===== src/rtl/sc_macc_pkg.sv =====
package sc_macc_pkg;

  // Accumulator width: full product plus headroom for the group length
  function automatic int acc_width(input int aw, input int bw, input int n);
    return aw + bw + ((n > 1) ? $clog2(n) : 0);
  endfunction

  // Group counter width, never below one bit
  function automatic int cnt_width(input int n);
    return (n > 1) ? $clog2(n) : 1;
  endfunction

  // Number of accumulator LSBs dropped on the way to the output
  function automatic int drop_bits(input int accw, input int outw);
    return (accw > outw) ? (accw - outw) : 0;
  endfunction

endpackage


===== src/rtl/sc_macc_count.sv =====
module sc_macc_count #(
  parameter int GRP_N = 5,
  parameter int CW    = 3
) (
  input  logic          clk,
  input  logic          rst,
  input  logic          adv,
  output logic [CW-1:0] cnt,
  output logic          grp_first,
  output logic          grp_last
);

  logic [CW-1:0] cnt_q;

  assign grp_first = (cnt_q == '0);
  assign grp_last  = (cnt_q == CW'(GRP_N - 1));
  assign cnt       = cnt_q;

  always_ff @(posedge clk) begin
    if (rst) begin
      cnt_q <= '0;
    end else if (adv) begin
      cnt_q <= grp_last ? '0 : cnt_q + CW'(1);
    end
  end

endmodule


===== src/rtl/sc_macc_mult.sv =====
module sc_macc_mult #(
  parameter int A_W = 16,
  parameter int B_W = 12
) (
  input  logic                    clk,
  input  logic                    rst,
  input  logic                    in_vld,
  input  logic signed [A_W-1:0]   in_a,
  input  logic signed [B_W-1:0]   in_b,
  input  logic                    in_first,
  input  logic                    in_last,
  output logic                    p_vld,
  output logic signed [A_W+B_W-1:0] p_data,
  output logic                    p_first,
  output logic                    p_last
);

  localparam int PW = A_W + B_W;

  logic                  s1_vld, s1_first, s1_last;
  logic signed [A_W-1:0] s1_a;
  logic signed [B_W-1:0] s1_b;
  logic signed [PW-1:0]  a_ext, b_ext, prod_d;

  assign a_ext  = PW'(s1_a);
  assign b_ext  = PW'(s1_b);
  assign prod_d = a_ext * b_ext;

  // Stage 1: operand capture
  always_ff @(posedge clk) begin
    if (rst) begin
      s1_vld   <= 1'b0;
      s1_first <= 1'b0;
      s1_last  <= 1'b0;
      s1_a     <= '0;
      s1_b     <= '0;
    end else begin
      s1_vld   <= in_vld;
      s1_first <= in_first;
      s1_last  <= in_last;
      s1_a     <= in_a;
      s1_b     <= in_b;
    end
  end

  // Stage 2: full-width product
  always_ff @(posedge clk) begin
    if (rst) begin
      p_vld   <= 1'b0;
      p_first <= 1'b0;
      p_last  <= 1'b0;
      p_data  <= '0;
    end else begin
      p_vld   <= s1_vld;
      p_first <= s1_first;
      p_last  <= s1_last;
      p_data  <= prod_d;
    end
  end

endmodule


===== src/rtl/sc_macc_accum.sv =====
module sc_macc_accum #(
  parameter int PW    = 28,
  parameter int ACC_W = 31,
  parameter int OUT_W = 24
) (
  input  logic                    clk,
  input  logic                    rst,
  input  logic                    p_vld,
  input  logic signed [PW-1:0]    p_data,
  input  logic                    p_first,
  input  logic                    p_last,
  output logic signed [ACC_W-1:0] acc,
  output logic                    res_vld,
  output logic [OUT_W-1:0]        res_data
);

  logic signed [ACC_W-1:0] p_ext, acc_q;

  assign p_ext = ACC_W'(p_data);
  assign acc   = acc_q;

  always_ff @(posedge clk) begin
    if (rst) begin
      acc_q   <= '0;
      res_vld <= 1'b0;
    end else begin
      res_vld <= p_vld && p_last;
      if (p_vld) begin
        acc_q <= p_first ? p_ext : acc_q + p_ext;
      end
    end
  end

  generate
    if (OUT_W >= ACC_W) begin : g_full
      assign res_data = OUT_W'(acc_q);
    end else begin : g_trunc
      assign res_data = acc_q[ACC_W-1 -: OUT_W];
    end
  endgenerate

endmodule


===== src/rtl/sc_macc.sv =====
module sc_macc
  import sc_macc_pkg::*;
#(
  parameter int A_W   = 16,
  parameter int B_W   = 12,
  parameter int ACC_N = 5,
  parameter int OUT_W = 24
) (
  input  logic                  clk,
  input  logic                  rst,
  input  logic                  in_valid,
  input  logic signed [A_W-1:0] in_a,
  input  logic signed [B_W-1:0] in_b,
  output logic                  out_valid,
  output logic [OUT_W-1:0]      out_data
);

  localparam int PROD_W = A_W + B_W;
  localparam int ACC_W  = acc_width(A_W, B_W, ACC_N);
  localparam int CNT_W  = cnt_width(ACC_N);

  // Named internal events, observed by the bound checker
  logic [CNT_W-1:0]        grp_cnt;
  logic                    grp_first, grp_last;
  logic                    prod_vld, prod_first, prod_last;
  logic signed [PROD_W-1:0] prod;
  logic signed [ACC_W-1:0] acc_q;

  sc_macc_count #(.GRP_N(ACC_N), .CW(CNT_W)) u_cnt (
    .clk       (clk),
    .rst       (rst),
    .adv       (in_valid),
    .cnt       (grp_cnt),
    .grp_first (grp_first),
    .grp_last  (grp_last)
  );

  sc_macc_mult #(.A_W(A_W), .B_W(B_W)) u_mul (
    .clk      (clk),
    .rst      (rst),
    .in_vld   (in_valid),
    .in_a     (in_a),
    .in_b     (in_b),
    .in_first (grp_first),
    .in_last  (grp_last),
    .p_vld    (prod_vld),
    .p_data   (prod),
    .p_first  (prod_first),
    .p_last   (prod_last)
  );

  sc_macc_accum #(.PW(PROD_W), .ACC_W(ACC_W), .OUT_W(OUT_W)) u_acc (
    .clk      (clk),
    .rst      (rst),
    .p_vld    (prod_vld),
    .p_data   (prod),
    .p_first  (prod_first),
    .p_last   (prod_last),
    .acc      (acc_q),
    .res_vld  (out_valid),
    .res_data (out_data)
  );

endmodule


===== config.mk =====
export PLATFORM = sky130hd
export DESIGN_NAME = sc_macc
export DESIGN_NICKNAME = d
export VERILOG_FILES = /design/src/rtl/sc_macc_pkg.sv /design/src/rtl/sc_macc_count.sv /design/src/rtl/sc_macc_mult.sv /design/src/rtl/sc_macc_accum.sv /design/src/rtl/sc_macc.sv
export SDC_FILE = /design/constraint.sdc
export NUM_CORES = 1
export LEC_CHECK = 0
export BUFFER_PORTS_ARGS = -buffer_cell sky130_fd_sc_hd__buf_2
export CELL_PAD_IN_SITES_DETAIL_PLACEMENT = 0
export CELL_PAD_IN_SITES_GLOBAL_PLACEMENT = 1
export CORE_MARGIN = 10
export CORE_UTILIZATION = 40
export DETAILED_ROUTE_END_ITERATION = 10
export PLACE_DENSITY = 0.79
export SETUP_SLACK_MARGIN = 0.5
export SLEW_MARGIN = 15
export SYNTH_ARGS = -nofsm -noshare
export SYNTH_HDL_FRONTEND = slang
export SYNTH_SLANG_ARGS = --single-unit

===== constraint.sdc =====
create_clock -name clk -period 13.4 [get_ports clk]
set_input_delay 1.34 -clock clk [delete_from_list [all_inputs] [get_ports clk]]
set_output_delay 1.34 -clock clk [all_outputs]
set_load 0.01 [all_outputs]

==> impl_metrics.csv <==
group,metric,value,unit
finish,num_antenna_cells,0,
yosys,synth_sequential_area_ratio,0.161,
setup_path,cp-startpoint,"u_mul.s1_b[6]",
yosys,synth_mux_area_frac,0.00592,
yosys,async_set_reset_flop_share_out_of_synthesis,0,
cts,cts.repair_timing.setup_buffer_count,0,
yosys,mapped_area,0.0120,mm²
drt,drt_first_pass_iters,5,
setup_path,worst_path_largest_cell_delay,0.81,ns
outcome,outcome,"complete, no violations",
cts,ctsLongestPathBuffers,2,
run,timing.max_cap.violations,0,
drt,drc_violation_total_after_the_first_tritonroute_iteration,468,
timing,finalSetupViolCount,0,
min_path,hp-class,"flip-flop to flip-flop",
pwr,power,0.00124,W
cts,holdBufCountCts,0,
setup_path,critical_path_arrival,6.12,ns
yosys,yosys_register_bits,97,
setup_path,cp_slowest_cell,"dfxtp_1",
cts,tritoncts,"yes",
global_routing,initial_antenna_violation_count,0,
timing,finalHoldViolations,0,
floorplan,fp.dieArea,0.0375,mm²
yosys,post_synth_and_or_nand_nor_area_fraction,0.176,
cts,clock-sinks,97,
yosys,predominant_post_synthesis_flop_cell,"dfxtp_1",
finish,layout-area-overhead-vs-synth,5.16,%
drt,post_drt_via_cell_ratio,4.92,
yosys,syn-instance-count,1381,
timing,rsz0062_at_grt,"false",
pwr,peakVddDrop,0.0561,mV
cts,clk_pin_slew,0.07,ns
cts,cts_inserted_buffers,9,
drt,drt_drc_violations_left,0,
floorplan,placement_rows,63,
place,gp_congestion,0.866,
global_routing,grt_start_max_net_pins,94,
floorplan,die_h,194,µm
yosys,synth_adder_area_share,0.392,
setup_path,setup.worst_path.end_class,"flip-flop",
place,hpwl,21100,µm
setup_path,worst_path_cell_trace,"nand2_1 > fa_1 > inv_1 > fa_1 > fa_1 > fa_1 > inv_1 > fa_1 > inv_1 > ha_1 > and3_1 > nand2_1 > a21oi_1 > a21oi_1 > o31ai_1 > a21oi_1 > o21bai_1 > mux2_2",
drt,totalWireLength,26700,µm
floorplan,io_pins,56,
finish,finish.net_count,1668,
setup_path,cpMostUsedCell,"fa_1",
yosys,synth_enable_flop_cells,0,
global_routing,number_of_global_route_vias_before_repair,9030,
pwr,power_leakage,6.07,nW
timing,final_min_period_over_clock_period,0.439,
timing,finalWorstPathRequiredPeriod,5.89,ns
timing,finalClockSkew,0.00970,ns
timing,maxSlewHeadroom,0.316,
yosys,synth.yosys.warnings,0,
cts,clockRootBuffer,"clkbuf_16",
global_routing,grt_remaining_overflow,0,
yosys,post_synth_xor_area_fraction,0.0298,
finish,final_layout_size_suffix_gt1_frac,0.0678,
cts,htree_levels,3,
yosys,mappedNetlistNets,1682,
min_path,hold_path.startpoint,"u_mul.s1_vld",
setup_path,timing_worst_setup_path_type,"flip-flop to flip-flop",
timing,fin_setup_tns,0,ns
setup_path,worstPathMaxFanout,16,
yosys,synth_top_family_by_area,"adder cells",
drt,postRouteAntennaNets,0,
floorplan,core_box_area,0.0297,mm²
setup_path,required_time_of_the_critical_path,13.64,ns
cts,post_cts_resize_count,0,
pwr,ratio_of_total_power_to_cell_area,98.0,mW/mm²
setup_path,regToRegStartpoint,"u_mul.s1_b[6]",
setup_path,startpoint_type_of_the_worst_setup_path,"flip-flop",
timing,worst_slew_pin_slew,1.03,ns
finish,filler_cell_count,2912,
floorplan,initial_core_util,0.405,
floorplan,chipWidth,194,µm
drt,num_vias,8674,
timing,final-max-slew-violation-count,0,
drt,wl_per_cell,15.2,µm
place,portBuffers,55,
yosys,synth_compound_area_frac,0.120,
cts,clkLatencyLatePin,0.35,ns
yosys,synthDistinctLibCells,72,
timing,max_freq,170,MHz
global_routing,grt_first_pass_wirelength,45800,µm
finish,layout.cells.most_common,"inv_1",
yosys,synthesis.area_per_instance,8.72,µm²
finish,final_cell_mix,"inv_1, fa_1, nand2_1, dfxtp_1, ha_1",
global_routing,globalRouteTotalUtil,0.145,
==> registers in the layout, indices dropped and copies added, names as in the netlist <==
signal          count
u_acc.acc          31
u_mul.p_data       28
u_mul.s1_a         16
u_mul.s1_b         12
u_cnt.cnt           3
u_acc.res_vld       1
u_mul.p_first       1
u_mul.p_last        1
u_mul.p_vld         1
u_mul.s1_first      1
u_mul.s1_last       1
u_mul.s1_vld        1
==> cell type report <==
cell class / count / area [µm²] / area share
clock buffers: 12 / 246 / 0.0195
flip-flops and latches: 97 / 1940 / 0.153
inverters: 247 / 927 / 0.0732
repair buffers: 57 / 293 / 0.0231
clock inverters: 4 / 58.8 / 0.00464
well taps: 390 / 488 / 0.0385
multi-input cells: 955 / 8710 / 0.688
==> cells by family after synthesis <==
group / count (synthesis)
mux: 7
buf+inv: 329
xor+xnor: 41
compound gates: 202
simple gates: 435
flops: 97
fa+ha+maj: 270
==> stage by stage <==
step	instances	util	hold slack [ns]	setup WS, ns	instance area (µm²)
after floorplan	1381	-	0.414	8.14	12000
after global placement	1746	0.416	0.416	7.68	12400
after detailed placement	1746	0.416	0.429	7.53	12400
after CTS	1762	0.426	0.442	7.53	12700
after global routing	1762	0.426	0.462	7.23	12700
final	1762	0.426	0.439	7.51	12700
==> critical path: cells and delay by family (launching register included) <==
family,cells,cell delay [ns]
DFF,1,0.81
AOI/OAI and AO/OA,5,1.13
muxes,1,0.35
and+or+nand+nor,3,0.44
adders and majority gates,6,2.88
buffers and inverters,3,0.15
==> power by group <==
part | internal (W) | switching (W) | total [W]
clock network | 0.000153 | 0.000124 | 0.000276
registers | 0.000327 | 0.0000469 | 0.000374
logic | 0.000255 | 0.000335 | 0.000591
==> cell usage after synthesis (6+ instances only) <==
master	number	area (µm²)
a211oi_1	7	52.6
a21o_1	21	158
a21oi_1	44	220
a311oi_1	12	105
and2_1	63	394
and3_1	13	81.3
buf_4	25	188
buf_6	6	67.6
clkbuf_1	47	176
dfxtp_1	97	1940
fa_1	179	3580
ha_1	91	1140
inv_1	247	927
mux2i_1	6	60.1
nand2_1	166	623
nand2b_1	19	119
nand3_1	8	40.0
nor2_1	77	289
nor2b_1	42	263
nor3_1	16	80.1
nor3b_1	9	67.6
o211ai_1	11	82.6
o21a_1	12	90.1
o21ai_0	30	150
o21ai_1	6	30.0
o21bai_1	8	60.1
xnor2_1	28	245
xor2_1	13	114
==> path summary, 6_finish.rpt <==
check / to / slack, ns / cells after the start
max: u_mul.p_data[26] / 7.51 / 18
min: u_mul.p_vld / 0.44 / 1
max reg2reg: u_mul.p_data[26] / 7.51 / 18
min reg2reg: u_mul.p_vld / 0.44 / 1
==> per-layer routing <==
metal,share of wire,global-route usage
met5,0,0
met4,0.010,0.0292
met3,0.051,0.0287
met2,0.44,0.230
met1,0.50,0.200
(Power assumes the default switching activity.)
